$ cat config.mk
export PLATFORM = sky130hd
export DESIGN_NAME = rdcal_engine
export DESIGN_NICKNAME = d
export VERILOG_FILES = /design/src/rtl/rdcal_pkg.sv /design/src/rtl/rdcal_pattern_rom.sv /design/src/rtl/rdcal_seq.sv /design/src/rtl/rdcal_window.sv /design/src/rtl/rdcal_engine.sv
export SDC_FILE = /design/constraint.sdc
export NUM_CORES = 1
export LEC_CHECK = 0
export ABC_AREA = 1
export BUFFER_PORTS_ARGS = -buffer_cell sky130_fd_sc_hd__buf_2
export CORE_UTILIZATION = 40
export DETAILED_ROUTE_END_ITERATION = 10
export PLACE_DENSITY = 0.69
export SLEW_MARGIN = 25
export SYNTH_ARGS = -nofsm -noshare
export SYNTH_HDL_FRONTEND = slang
export SYNTH_SLANG_ARGS = --single-unit
$ cat constraint.sdc
create_clock -name clk -period 1.8 [get_ports clk]
set_input_delay 0.45 -clock clk [delete_from_list [all_inputs] [get_ports clk]]
set_output_delay 0.45 -clock clk [all_outputs]
set_load 0.005 [all_outputs]
$ cat src/rtl/rdcal_pkg.sv
package rdcal_pkg;

  localparam int unsigned WORD_W = 32;
  localparam int unsigned CTRL_W = 32;

  typedef enum logic [1:0] {
    SQ_IDLE,
    SQ_WRITE,
    SQ_RD_ISSUE,
    SQ_RD_WAIT
  } seq_state_e;

  typedef enum logic [1:0] {
    SW_IDLE,
    SW_LAUNCH,
    SW_WAIT,
    SW_END
  } sweep_state_e;

  // Stress pattern: idx[5:4] picks a complementary pair, and
  // idx[1]^idx[3] picks which member, giving doubled words whose
  // phase flips every four and every eight entries.
  function automatic logic [WORD_W-1:0] pattern_word(input logic [5:0] idx);
    logic [WORD_W-1:0] lo_w;
    logic [WORD_W-1:0] hi_w;
    case (idx[5:4])
      2'd0:    begin lo_w = 32'h0000_0000; hi_w = 32'hFFFF_FFFF; end
      2'd1:    begin lo_w = 32'hAAAA_AAAA; hi_w = 32'h5555_5555; end
      2'd2:    begin lo_w = 32'hA5A5_A5A5; hi_w = 32'h5A5A_5A5A; end
      default: begin lo_w = 32'hAA55_AA55; hi_w = 32'h55AA_55AA; end
    endcase
    return (idx[1] ^ idx[3]) ? hi_w : lo_w;
  endfunction

endpackage

$ cat src/rtl/rdcal_pattern_rom.sv
module rdcal_pattern_rom #(
  parameter int unsigned WORDS = 64,
  localparam int unsigned IW = $clog2(WORDS)
) (
  input  logic [IW-1:0]                idx,
  output logic [rdcal_pkg::WORD_W-1:0] word
);

  logic [rdcal_pkg::WORD_W-1:0] table_q [WORDS];

  for (genvar g = 0; g < WORDS; g++) begin : g_ent
    assign table_q[g] = rdcal_pkg::pattern_word(6'(g));
  end

  assign word = table_q[idx];

endmodule

$ cat src/rtl/rdcal_seq.sv
module rdcal_seq #(
  parameter int unsigned ADDR_W    = 16,
  parameter logic [ADDR_W-1:0] BASE_ADDR = '0,
  parameter int unsigned WORDS     = 64,
  parameter int unsigned READS     = 10,
  localparam int unsigned IW       = $clog2(WORDS),
  localparam int unsigned RW       = (READS > 1) ? $clog2(READS) : 1
) (
  input  logic                         clk,
  input  logic                         rst_n,
  input  logic                         go,
  output logic                         cand_done,
  output logic                         cand_pass,
  output logic                         req_valid,
  input  logic                         req_ready,
  output logic                         req_write,
  output logic [ADDR_W-1:0]            req_addr,
  output logic [rdcal_pkg::WORD_W-1:0] req_wdata,
  input  logic                         rsp_valid,
  input  logic [rdcal_pkg::WORD_W-1:0] rsp_rdata
);
  import rdcal_pkg::*;

  localparam logic [IW-1:0] LAST_W = IW'(WORDS - 1);
  localparam logic [RW-1:0] LAST_R = RW'(READS - 1);

  seq_state_e        state_q, state_d;
  logic [IW-1:0]     word_q, word_d;
  logic [RW-1:0]     rep_q, rep_d;
  logic              done_q, done_d;
  logic              pass_q, pass_d;
  logic              res_en;
  logic [WORD_W-1:0] exp_word;

  rdcal_pattern_rom #(.WORDS(WORDS)) u_rom (
    .idx  (word_q),
    .word (exp_word)
  );

  always_comb begin
    state_d = state_q;
    word_d  = word_q;
    rep_d   = rep_q;
    done_d  = 1'b0;
    pass_d  = pass_q;
    res_en  = 1'b0;
    case (state_q)
      SQ_IDLE: begin
        if (go) begin
          state_d = SQ_WRITE;
          word_d  = '0;
          rep_d   = '0;
        end
      end
      SQ_WRITE: begin
        if (req_ready) begin
          if (word_q == LAST_W) begin
            word_d  = '0;
            state_d = SQ_RD_ISSUE;
          end else begin
            word_d = word_q + 1'b1;
          end
        end
      end
      SQ_RD_ISSUE: begin
        if (req_ready) state_d = SQ_RD_WAIT;
      end
      SQ_RD_WAIT: begin
        if (rsp_valid) begin
          if (rsp_rdata != exp_word) begin
            done_d  = 1'b1;
            pass_d  = 1'b0;
            res_en  = 1'b1;
            state_d = SQ_IDLE;
          end else if (rep_q == LAST_R) begin
            rep_d = '0;
            if (word_q == LAST_W) begin
              done_d  = 1'b1;
              pass_d  = 1'b1;
              res_en  = 1'b1;
              state_d = SQ_IDLE;
            end else begin
              word_d  = word_q + 1'b1;
              state_d = SQ_RD_ISSUE;
            end
          end else begin
            rep_d   = rep_q + 1'b1;
            state_d = SQ_RD_ISSUE;
          end
        end
      end
      default: state_d = SQ_IDLE;
    endcase
  end

  always_ff @(posedge clk or negedge rst_n) begin
    if (!rst_n) begin
      state_q <= SQ_IDLE;
      word_q  <= '0;
      rep_q   <= '0;
      done_q  <= 1'b0;
      pass_q  <= 1'b0;
    end else begin
      state_q <= state_d;
      word_q  <= word_d;
      rep_q   <= rep_d;
      done_q  <= done_d;
      if (res_en) pass_q <= pass_d;
    end
  end

  assign cand_done = done_q;
  assign cand_pass = pass_q;
  assign req_valid = (state_q == SQ_WRITE) || (state_q == SQ_RD_ISSUE);
  assign req_write = (state_q == SQ_WRITE);
  assign req_addr  = BASE_ADDR + ADDR_W'(word_q);
  assign req_wdata = exp_word;

endmodule

$ cat src/rtl/rdcal_window.sv
module rdcal_window #(
  parameter int unsigned CODE_W = 9
) (
  input  logic              clk,
  input  logic              rst_n,
  input  logic              start,
  input  logic              cand_done,
  input  logic              cand_pass,
  output logic              seq_go,
  output logic              busy,
  output logic              done,
  output logic              err,
  output logic [CODE_W-1:0] cand,
  output logic [CODE_W-1:0] win_first,
  output logic [CODE_W-1:0] win_last,
  output logic [CODE_W-1:0] result
);
  import rdcal_pkg::*;

  localparam logic [CODE_W-1:0] CODE_MAX = {CODE_W{1'b1}};

  sweep_state_e      state_q, state_d;
  logic [CODE_W-1:0] cand_q, cand_d;
  logic [CODE_W-1:0] first_q, first_d;
  logic [CODE_W-1:0] last_q, last_d;
  logic [CODE_W-1:0] result_q, result_d;
  logic              found_q, found_d;
  logic              err_q, done_q;
  logic              res_en;
  logic [CODE_W:0]   span_sum;

  assign span_sum = {1'b0, first_q} + {1'b0, last_q};
  assign result_d = found_q ? span_sum[CODE_W:1] : '0;

  always_comb begin
    state_d = state_q;
    cand_d  = cand_q;
    first_d = first_q;
    last_d  = last_q;
    found_d = found_q;
    seq_go  = 1'b0;
    res_en  = 1'b0;
    case (state_q)
      SW_IDLE: begin
        if (start) begin
          state_d = SW_LAUNCH;
          cand_d  = '0;
          first_d = '0;
          last_d  = CODE_MAX;
          found_d = 1'b0;
        end
      end
      SW_LAUNCH: begin
        seq_go  = 1'b1;
        state_d = SW_WAIT;
      end
      SW_WAIT: begin
        if (cand_done) begin
          if (cand_pass) begin
            if (!found_q) begin
              found_d = 1'b1;
              first_d = cand_q;
            end
            if (cand_q == CODE_MAX) state_d = SW_END;
            else begin
              cand_d  = cand_q + 1'b1;
              state_d = SW_LAUNCH;
            end
          end else if (found_q) begin
            last_d  = cand_q - 1'b1;
            state_d = SW_END;
          end else if (cand_q == CODE_MAX) begin
            state_d = SW_END;
          end else begin
            cand_d  = cand_q + 1'b1;
            state_d = SW_LAUNCH;
          end
        end
      end
      SW_END: begin
        res_en  = 1'b1;
        state_d = SW_IDLE;
      end
      default: state_d = SW_IDLE;
    endcase
  end

  always_ff @(posedge clk or negedge rst_n) begin
    if (!rst_n) begin
      state_q  <= SW_IDLE;
      cand_q   <= '0;
      first_q  <= '0;
      last_q   <= '0;
      found_q  <= 1'b0;
      result_q <= '0;
      err_q    <= 1'b0;
      done_q   <= 1'b0;
    end else begin
      state_q <= state_d;
      cand_q  <= cand_d;
      first_q <= first_d;
      last_q  <= last_d;
      found_q <= found_d;
      done_q  <= res_en;
      if (res_en) begin
        result_q <= result_d;
        err_q    <= ~found_q;
      end
    end
  end

  assign busy      = (state_q != SW_IDLE);
  assign done      = done_q;
  assign err       = err_q;
  assign cand      = cand_q;
  assign win_first = first_q;
  assign win_last  = last_q;
  assign result    = result_q;

endmodule

$ cat src/rtl/rdcal_engine.sv
module rdcal_engine #(
  parameter int unsigned CODE_W     = 9,
  parameter int unsigned ADDR_W     = 16,
  parameter logic [ADDR_W-1:0] BASE_ADDR = '0,
  parameter int unsigned WORDS      = 64,
  parameter int unsigned READS      = 10,
  parameter logic [31:0] CTRL_FIXED = 32'h8080_0800
) (
  input  logic              clk,
  input  logic              rst_n,
  input  logic              start,
  output logic              busy,
  output logic              done,
  output logic              err,
  output logic [CODE_W-1:0] cal_code,
  output logic [CODE_W-1:0] win_first,
  output logic [CODE_W-1:0] win_last,
  output logic [31:0]       ctrl_word,
  output logic              req_valid,
  input  logic              req_ready,
  output logic              req_write,
  output logic [ADDR_W-1:0] req_addr,
  output logic [31:0]       req_wdata,
  input  logic              rsp_valid,
  input  logic [31:0]       rsp_rdata
);

  logic              seq_go;
  logic              cand_done;
  logic              cand_pass;
  logic [CODE_W-1:0] cand;
  logic [CODE_W-1:0] ctrl_code;

  rdcal_window #(.CODE_W(CODE_W)) u_window (
    .clk       (clk),
    .rst_n     (rst_n),
    .start     (start),
    .cand_done (cand_done),
    .cand_pass (cand_pass),
    .seq_go    (seq_go),
    .busy      (busy),
    .done      (done),
    .err       (err),
    .cand      (cand),
    .win_first (win_first),
    .win_last  (win_last),
    .result    (cal_code)
  );

  rdcal_seq #(
    .ADDR_W    (ADDR_W),
    .BASE_ADDR (BASE_ADDR),
    .WORDS     (WORDS),
    .READS     (READS)
  ) u_seq (
    .clk       (clk),
    .rst_n     (rst_n),
    .go        (seq_go),
    .cand_done (cand_done),
    .cand_pass (cand_pass),
    .req_valid (req_valid),
    .req_ready (req_ready),
    .req_write (req_write),
    .req_addr  (req_addr),
    .req_wdata (req_wdata),
    .rsp_valid (rsp_valid),
    .rsp_rdata (rsp_rdata)
  );

  assign ctrl_code = busy ? cand : cal_code;
  assign ctrl_word = CTRL_FIXED | 32'(ctrl_code);

endmodule

**Word-level counts from Yosys, hierarchy flattened**

Memory sizes are Yosys's and may differ from the RTL's.
Index checks and enable logic that the tools add are counted.

- Latch bits: 0
- Memories: 1
- Memory bits (read-only): 2,048
- Input port bits: 37
- Output and inout port bits: 112
- Bits in writable memories: 0
- Register bits after elaboration: 55

- Equal/unequal tests: 25
- Bitwise operators: 2
- Add/sub/neg operators: 5
- Reductions and logical operators: 18
- Shift operators: 0
- Mux-type cells: 61
- Magnitude comparators: 1
- Multiply operators: 0
- Div/mod/pow operators: 0

Memories:

| memory | depth | width | rd ports | clocked after memory_dff | write ports | line | RTL |
|---|---|---|---|---|---|---|---|
| (no name shown) | 64 | 32 | 1 | 0 | 0 | rdcal_pattern_rom.sv:15 | `assign word = table_q[idx];` |

Operator list:

| kind | count |
|---|---|
| two-way mux 9 bit | 14 |
| two-way mux 32 bit | 2 |
| case mux 9 bit (2 select lines) | 3 |
| two-way mux 6 bit | 7 |
| != test 32 bit | 1 |
| two-way mux 2 bit | 13 |
| AND reduction 5 bit | 4 |
| != test 2 bit (second input constant) | 9 |
| case mux 6 bit (3 select lines) | 1 |
| two-way mux 4 bit | 4 |
| case mux 2 bit (4 select lines) | 2 |
| two-way mux 1 bit | 13 |
| AND reduction 4 bit | 3 |
| adder 9 x 9 -> 10 bit | 1 |
| != test 2 x 1 -> 1 bit (second input constant) | 5 |
| nonzero test 2 bit | 5 |
| adder 9 x 1 -> 9 bit (second input constant) | 1 |
| == test 9 bit (second input constant) | 1 |
| subtractor 9 x 1 -> 9 bit (second input constant) | 1 |
| == test 2 bit (second input constant) | 4 |
| case mux 4 bit (2 select lines) | 1 |
| >= comparator 7 bit (second input constant) | 1 |
| inverter 6 -> 7 bit | 1 |
| AND reduction 7 bit | 1 |
| other kinds (12) | 14 |

**Logic depth before layout (Yosys ltp)**

- Depth in word-level cells: 9
- Gate-level depth with buffers: 15
- Depth with buffers taken out: 15

**Hierarchy**

Synthesis repeated with hierarchy kept, for this count alone.

- Cell total of the unflattened synthesis: 705
- Area, all modules: 4,692.0 µm²

Modules (own cells, without submodules):

| module | times used | area each (µm²) | cells each |
|---|---|---|---|
| rdcal_window | 1 | 2,449.8 | 334 |
| rdcal_seq | 1 | 1,635.3 | 266 |
| rdcal_pattern_rom | 1 | 310.3 | 51 |
| rdcal_engine | 1 | 296.5 | 54 |

**Worst setup path after synthesis**

No wires, ideal clock.

- Path kind: register to register
- Start: reg u_seq.word_q[1]
- End: reg u_seq.word_q[0]
- Setup time: 0.118 ns
- Path slack: -0.171 ns
- Required time: 1.682 ns
- Arrival: 1.853 ns
- Stages on the path, launching flop included: 12
- Cells stage by stage: dfrtp_1 > ha_1 > nand2_1 > nor2_1 > inv_1 > nor2_1 > nand2_1 > o21ai_0 > a211oi_1 > nand3_2 > nand2_1 > nand2_1

- Word-level cells in the longest chain between the ends: 7

RTL lines:

| element | line | RTL |
|---|---|---|
| start, declared | rdcal_seq.sv:28 | `logic [IW-1:0] word_q, word_d;` |
| start signal, assigned | rdcal_seq.sv:105 | `word_q <= word_d;` |
| inverter 6 -> 7 bit (not written as such) | rdcal_pattern_rom.sv:15 |  |
| memory read (64 x 32 bit) | - |  |
| two-way mux 32 bit (not written as such) (2 in a row) | rdcal_pattern_rom.sv:15 |  |
| != test 32 bit | rdcal_seq.sv:70 | `if (rsp_rdata != exp_word) begin` |
| != test 2 bit (no source line) | - |  |
| AND reduction 7 bit (no source line) | - |  |

Parallel ways exist; a longest one is shown, timed or not. The select of a mux whose other input is x is not followed.
A chain may end at the register's enable or synchronous reset.

**Worst setup path in the final report**

- Start: reg u_seq.word_q[1]
- End: out req_wdata[13]

- Word-level cells in the longest chain between the ends: 4

RTL lines:

| element | line | RTL |
|---|---|---|
| inverter 6 -> 7 bit (not written as such) | rdcal_pattern_rom.sv:15 |  |
| memory read (64 x 32 bit) | - |  |
| two-way mux 32 bit (not written as such) (2 in a row) | rdcal_pattern_rom.sv:15 |  |
| end, declared | rdcal_engine.sv:23 | `output logic [31:0] req_wdata,` |

No other way between the ends. The select of a mux whose other input is x is not followed.

==> flow_metrics.py <==
metrics = {
    "status": {
        "run_status": "finished with violations",
        "failing_checks": "negative setup slack",
    },
    "routing": {
        "via_count": 4984,
        "detail_route.iter0.violations": 308,
        "highest-signal-layer": "met4",
        "detail-route-antenna-nets": 0,
        "met3WireLength_um": 671,
        "drc_violations": 0,
        "dr.pass1.iters": 6,
        "totalWireLength_um": 13900,
        "routed_length_per_instance_um": 13.9,
        "met2_length_um": 7260,
        "vias_per_cell": 4.99,
        "wl_met1_um": 5620,
    },
    "yosys": {
        "synth_area_per_cell_um2": 6.86,
        "async_flop_share_pct": 100,
        "post-synth-top-area-cell": "sky130_fd_sc_hd__dfrtp_1",
        "synth.top_cell.area_share_pct": 31.8,
        "ys_seq_elements": 55,
        "synth_edf_count": 0,
        "mappedNetlistArea_mm2": 0.00433,
        "synth_flop_cell": "sky130_fd_sc_hd__dfrtp_1",
        "syn_inst": 631,
        "synth_seq_area_share_pct": 31.8,
        "yosys-top-cells-area": "sky130_fd_sc_hd__dfrtp_1 (32%), sky130_fd_sc_hd__nand2_1 (15%), sky130_fd_sc_hd__buf_4 (10%)",
        "synth.distinct_cells": 36,
        "ys_warn_count": 0,
    },
    "critical_path": {
        "setup.worst_path.start_class": "register",
        "timing.critical_path.arrival_ns": 1.69,
        "crit_fanout": 5,
        "required_time_at_the_endpoint_of_the_critical_path_ns": 1.35,
        "timing.critical_path.to_type": "output pin",
        "timing_worst_setup_path_type": "register to output pin",
    },
    "clocking": {
        "cts_num_sinks": 55,
        "insertion_delay_ns": 0.31,
        "number_of_levels_the_h_tree_was_split_into": 2,
        "cts.reportedPaths.clkPinSlew_ns": 0.11,
        "cts_hold_buf": 0,
        "clk_root_buffer_cell": "sky130_fd_sc_hd__clkbuf_8",
        "cts_max_path_buffers": 2,
        "cts_buffers": 5,
        "tritoncts": "done",
    },
    "timing": {
        "final_critical_path_setup_slack_ns": -0.337,
        "max_freq_mhz": 468,
        "rsz0062_at_grt": "yes",
        "min_period_over_period_pct": 119,
        "skew_ns": 0.0116,
        "setup_tns_ns": -13.86,
        "hold_viol": 0,
        "period_minus_slack_ns": 2.14,
        "maxSlewViolCount": 0,
        "hold_slack_ns": 0.107,
        "setup_viol_count_final": 64,
    },
    "power": {
        "power_leakage_nw": 3.62,
        "power.total_mw": 10.1,
        "power_density_mw_per_mm2": 1510,
        "power.ir.vdd_worst_mv": 1.09,
    },
    "global_route": {
        "global_route.usage.total_pct": 21.3,
        "global_route.overflow_total": 0,
        "number_of_antenna_violations_at_the_first_check_in_global_routing": 0,
        "grt_max_degree": 56,
        "grt_first_pass_wirelength_um": 19600,
        "grt_pass1_vias": 4426,
    },
    "die": {
        "die_width_um": 106,
        "core-area_mm2": 0.0104,
        "initial_utilization_pct": 41.6,
        "io_pins": 149,
        "fp-row-count": 37,
        "die_h_um": 106,
        "design.die.area_mm2": 0.0112,
    },
    "final_layout": {
        "fin_area_mm2": 0.00669,
        "final_net_count": 918,
        "antenna_cells": 0,
        "syn_to_final_growth_pct": 54.5,
        "drive_gt1_share_pct": 46.4,
    },
    "min_path": {
        "hp-class": "input pin to asynchronous set/reset pin",
    },
    "placed_design": {
        "routabilityCongestion": 0.855,
        "buffer_ports.inserted": 115,
        "placedInstanceArea_mm2": 0.00562,
        "dp_hpwl_um": 8920,
    },
    "job": {
        "maxCapViolCount": 0,
    },
}
[state kept, by name (all words and copies together), names as in the netlist, 2 cells and up]
name	flops
u_seq.rep_q	4
u_seq.state_q	2
u_seq.word_q	6
u_window.cand	9
u_window.result	9
u_window.state_q	2
u_window.win_first	9
u_window.win_last	9
[cell type report]
type	count	area [µm²]
timing repair buffer	257	1840
clock inverter	3	20.0
fill	810	3720
timing repair inverter	1	7.51
clock buffer	5	68.8
sequential	55	1380
inverter	75	299
multi-input combinational	466	2900
tap	136	170
[path summary, 6_finish.rpt]
kind | start | slack (ns) | end | depth (start not counted)
hold reg to reg | u_window.err | 0.50 | u_window.err | 2
max in group asynchronous | rst_n | 1.42 | u_window.win_last[1] | 2
min in group clk | u_window.err | 0.50 | u_window.err | 2
hold / removal | rst_n | 0.11 | u_seq.word_q[2] | 2
setup / recovery | u_seq.word_q[1] | -0.34 | req_wdata[13] | 8
setup reg to reg | u_seq.word_q[1] | -0.30 | u_seq.rep_q[3] | 15
[kinds of logic after synthesis]
logic type / share of synthesized area, %
AO/OA/AOI/OAI: 9.99
XOR/XNOR: 1.21
adder cells (fa/ha/maj): 5.95
buffers and inverters: 17.4
flip-flops: 31.8
other: 0.173
AND/OR/NAND/NOR: 33.5
[per-stage QoR]
step | util (%) | std cells | setup slack [ns]
floorplan | - | 662 | -0.0151
global placement | 53.9 | 947 | -0.246
detailed placement | 53.9 | 947 | -0.333
CTS | 59.3 | 981 | -0.319
global route | 64.2 | 998 | -0.459
finish | 64.2 | 998 | -0.337
[what timing repair did]
item / in CTS / in global routing
pin swaps: 33 / 36
gates cloned: 3 / 0
resized for setup: 86 / 102
setup endpoints to repair: 70 / 88
setup buffers: 23 / 20
[synth_stat cells (3+ instances only)]
| master | count |
|---|---|
| sky130_fd_sc_hd__o31ai_1 | 10 |
| sky130_fd_sc_hd__ha_1 | 19 |
| sky130_fd_sc_hd__buf_2 | 3 |
| sky130_fd_sc_hd__nand3_2 | 4 |
| sky130_fd_sc_hd__buf_4 | 59 |
| sky130_fd_sc_hd__xor2_1 | 4 |
| sky130_fd_sc_hd__nand4_1 | 17 |
| sky130_fd_sc_hd__o21ai_0 | 36 |
| sky130_fd_sc_hd__inv_1 | 70 |
| sky130_fd_sc_hd__nand3_1 | 39 |
| sky130_fd_sc_hd__inv_2 | 4 |
| sky130_fd_sc_hd__nor3_1 | 12 |
| sky130_fd_sc_hd__nand2_1 | 176 |
| sky130_fd_sc_hd__clkbuf_1 | 4 |
| sky130_fd_sc_hd__a21oi_1 | 18 |
| sky130_fd_sc_hd__or2_2 | 6 |
| sky130_fd_sc_hd__dfrtp_1 | 55 |
| sky130_fd_sc_hd__nand3b_1 | 7 |
| sky130_fd_sc_hd__nor2_1 | 59 |
| sky130_fd_sc_hd__nand2_2 | 5 |
[per-layer routing]
metal / track usage, % / up-vias
li1: - / 2401
met1: 26.4 / 2358
met2: 38.5 / 194
met3: 2.51 / 31
met4: 6.75 / 0
met5: 0 / -
[critical path: stages, from the launching register on]
cell and delay, ns:
sky130_fd_sc_hd__dfrtp_2 0.49, sky130_fd_sc_hd__nand2_4 0.14, sky130_fd_sc_hd__buf_4 0.14, sky130_fd_sc_hd__nand3_4 0.11
sky130_fd_sc_hd__buf_4 0.17, sky130_fd_sc_hd__nand2_2 0.07, sky130_fd_sc_hd__buf_6 0.10, sky130_fd_sc_hd__inv_4 0.04
sky130_fd_sc_hd__buf_6 0.10
[report_power, final]
| part | internal, mW | switching (mW) | leakage (nW) |
|---|---|---|---|
| clock network | 0.272 | 0.426 | 0.0402 |
| registers | 1.55 | 0.324 | 0.717 |
| logic | 3.69 | 3.87 | 2.86 |
| total | 5.51 | 4.62 | 3.62 |
[cell usage in the layout, fill, tap and decap left out, types with 5 or more instances in the layout]
master and count:
sky130_fd_sc_hd__dfrtp_1 52, sky130_fd_sc_hd__nor2_4 8, sky130_fd_sc_hd__clkbuf_8 5, sky130_fd_sc_hd__inv_4 5, sky130_fd_sc_hd__o21ai_2 8, sky130_fd_sc_hd__nand2_4 15
sky130_fd_sc_hd__a21oi_2 5, sky130_fd_sc_hd__buf_6 39, sky130_fd_sc_hd__inv_2 11, sky130_fd_sc_hd__buf_2 103, sky130_fd_sc_hd__or2_2 5, sky130_fd_sc_hd__nand2_1 140
sky130_fd_sc_hd__inv_1 57, sky130_fd_sc_hd__nand3_4 9, sky130_fd_sc_hd__o31ai_1 8, sky130_fd_sc_hd__a21oi_1 11, sky130_fd_sc_hd__nand3_1 29, sky130_fd_sc_hd__conb_1 33
sky130_fd_sc_hd__nand3b_1 7, sky130_fd_sc_hd__nand4_1 17, sky130_fd_sc_hd__nand3_2 5, sky130_fd_sc_hd__nor2_2 10, sky130_fd_sc_hd__nand2_2 26, sky130_fd_sc_hd__o21ai_0 14
sky130_fd_sc_hd__nor3_1 7, sky130_fd_sc_hd__nor2_1 44, sky130_fd_sc_hd__ha_1 11, sky130_fd_sc_hd__o21ai_1 13, sky130_fd_sc_hd__buf_4 113
No activity file was read; power rests on OpenSTA's default activity.
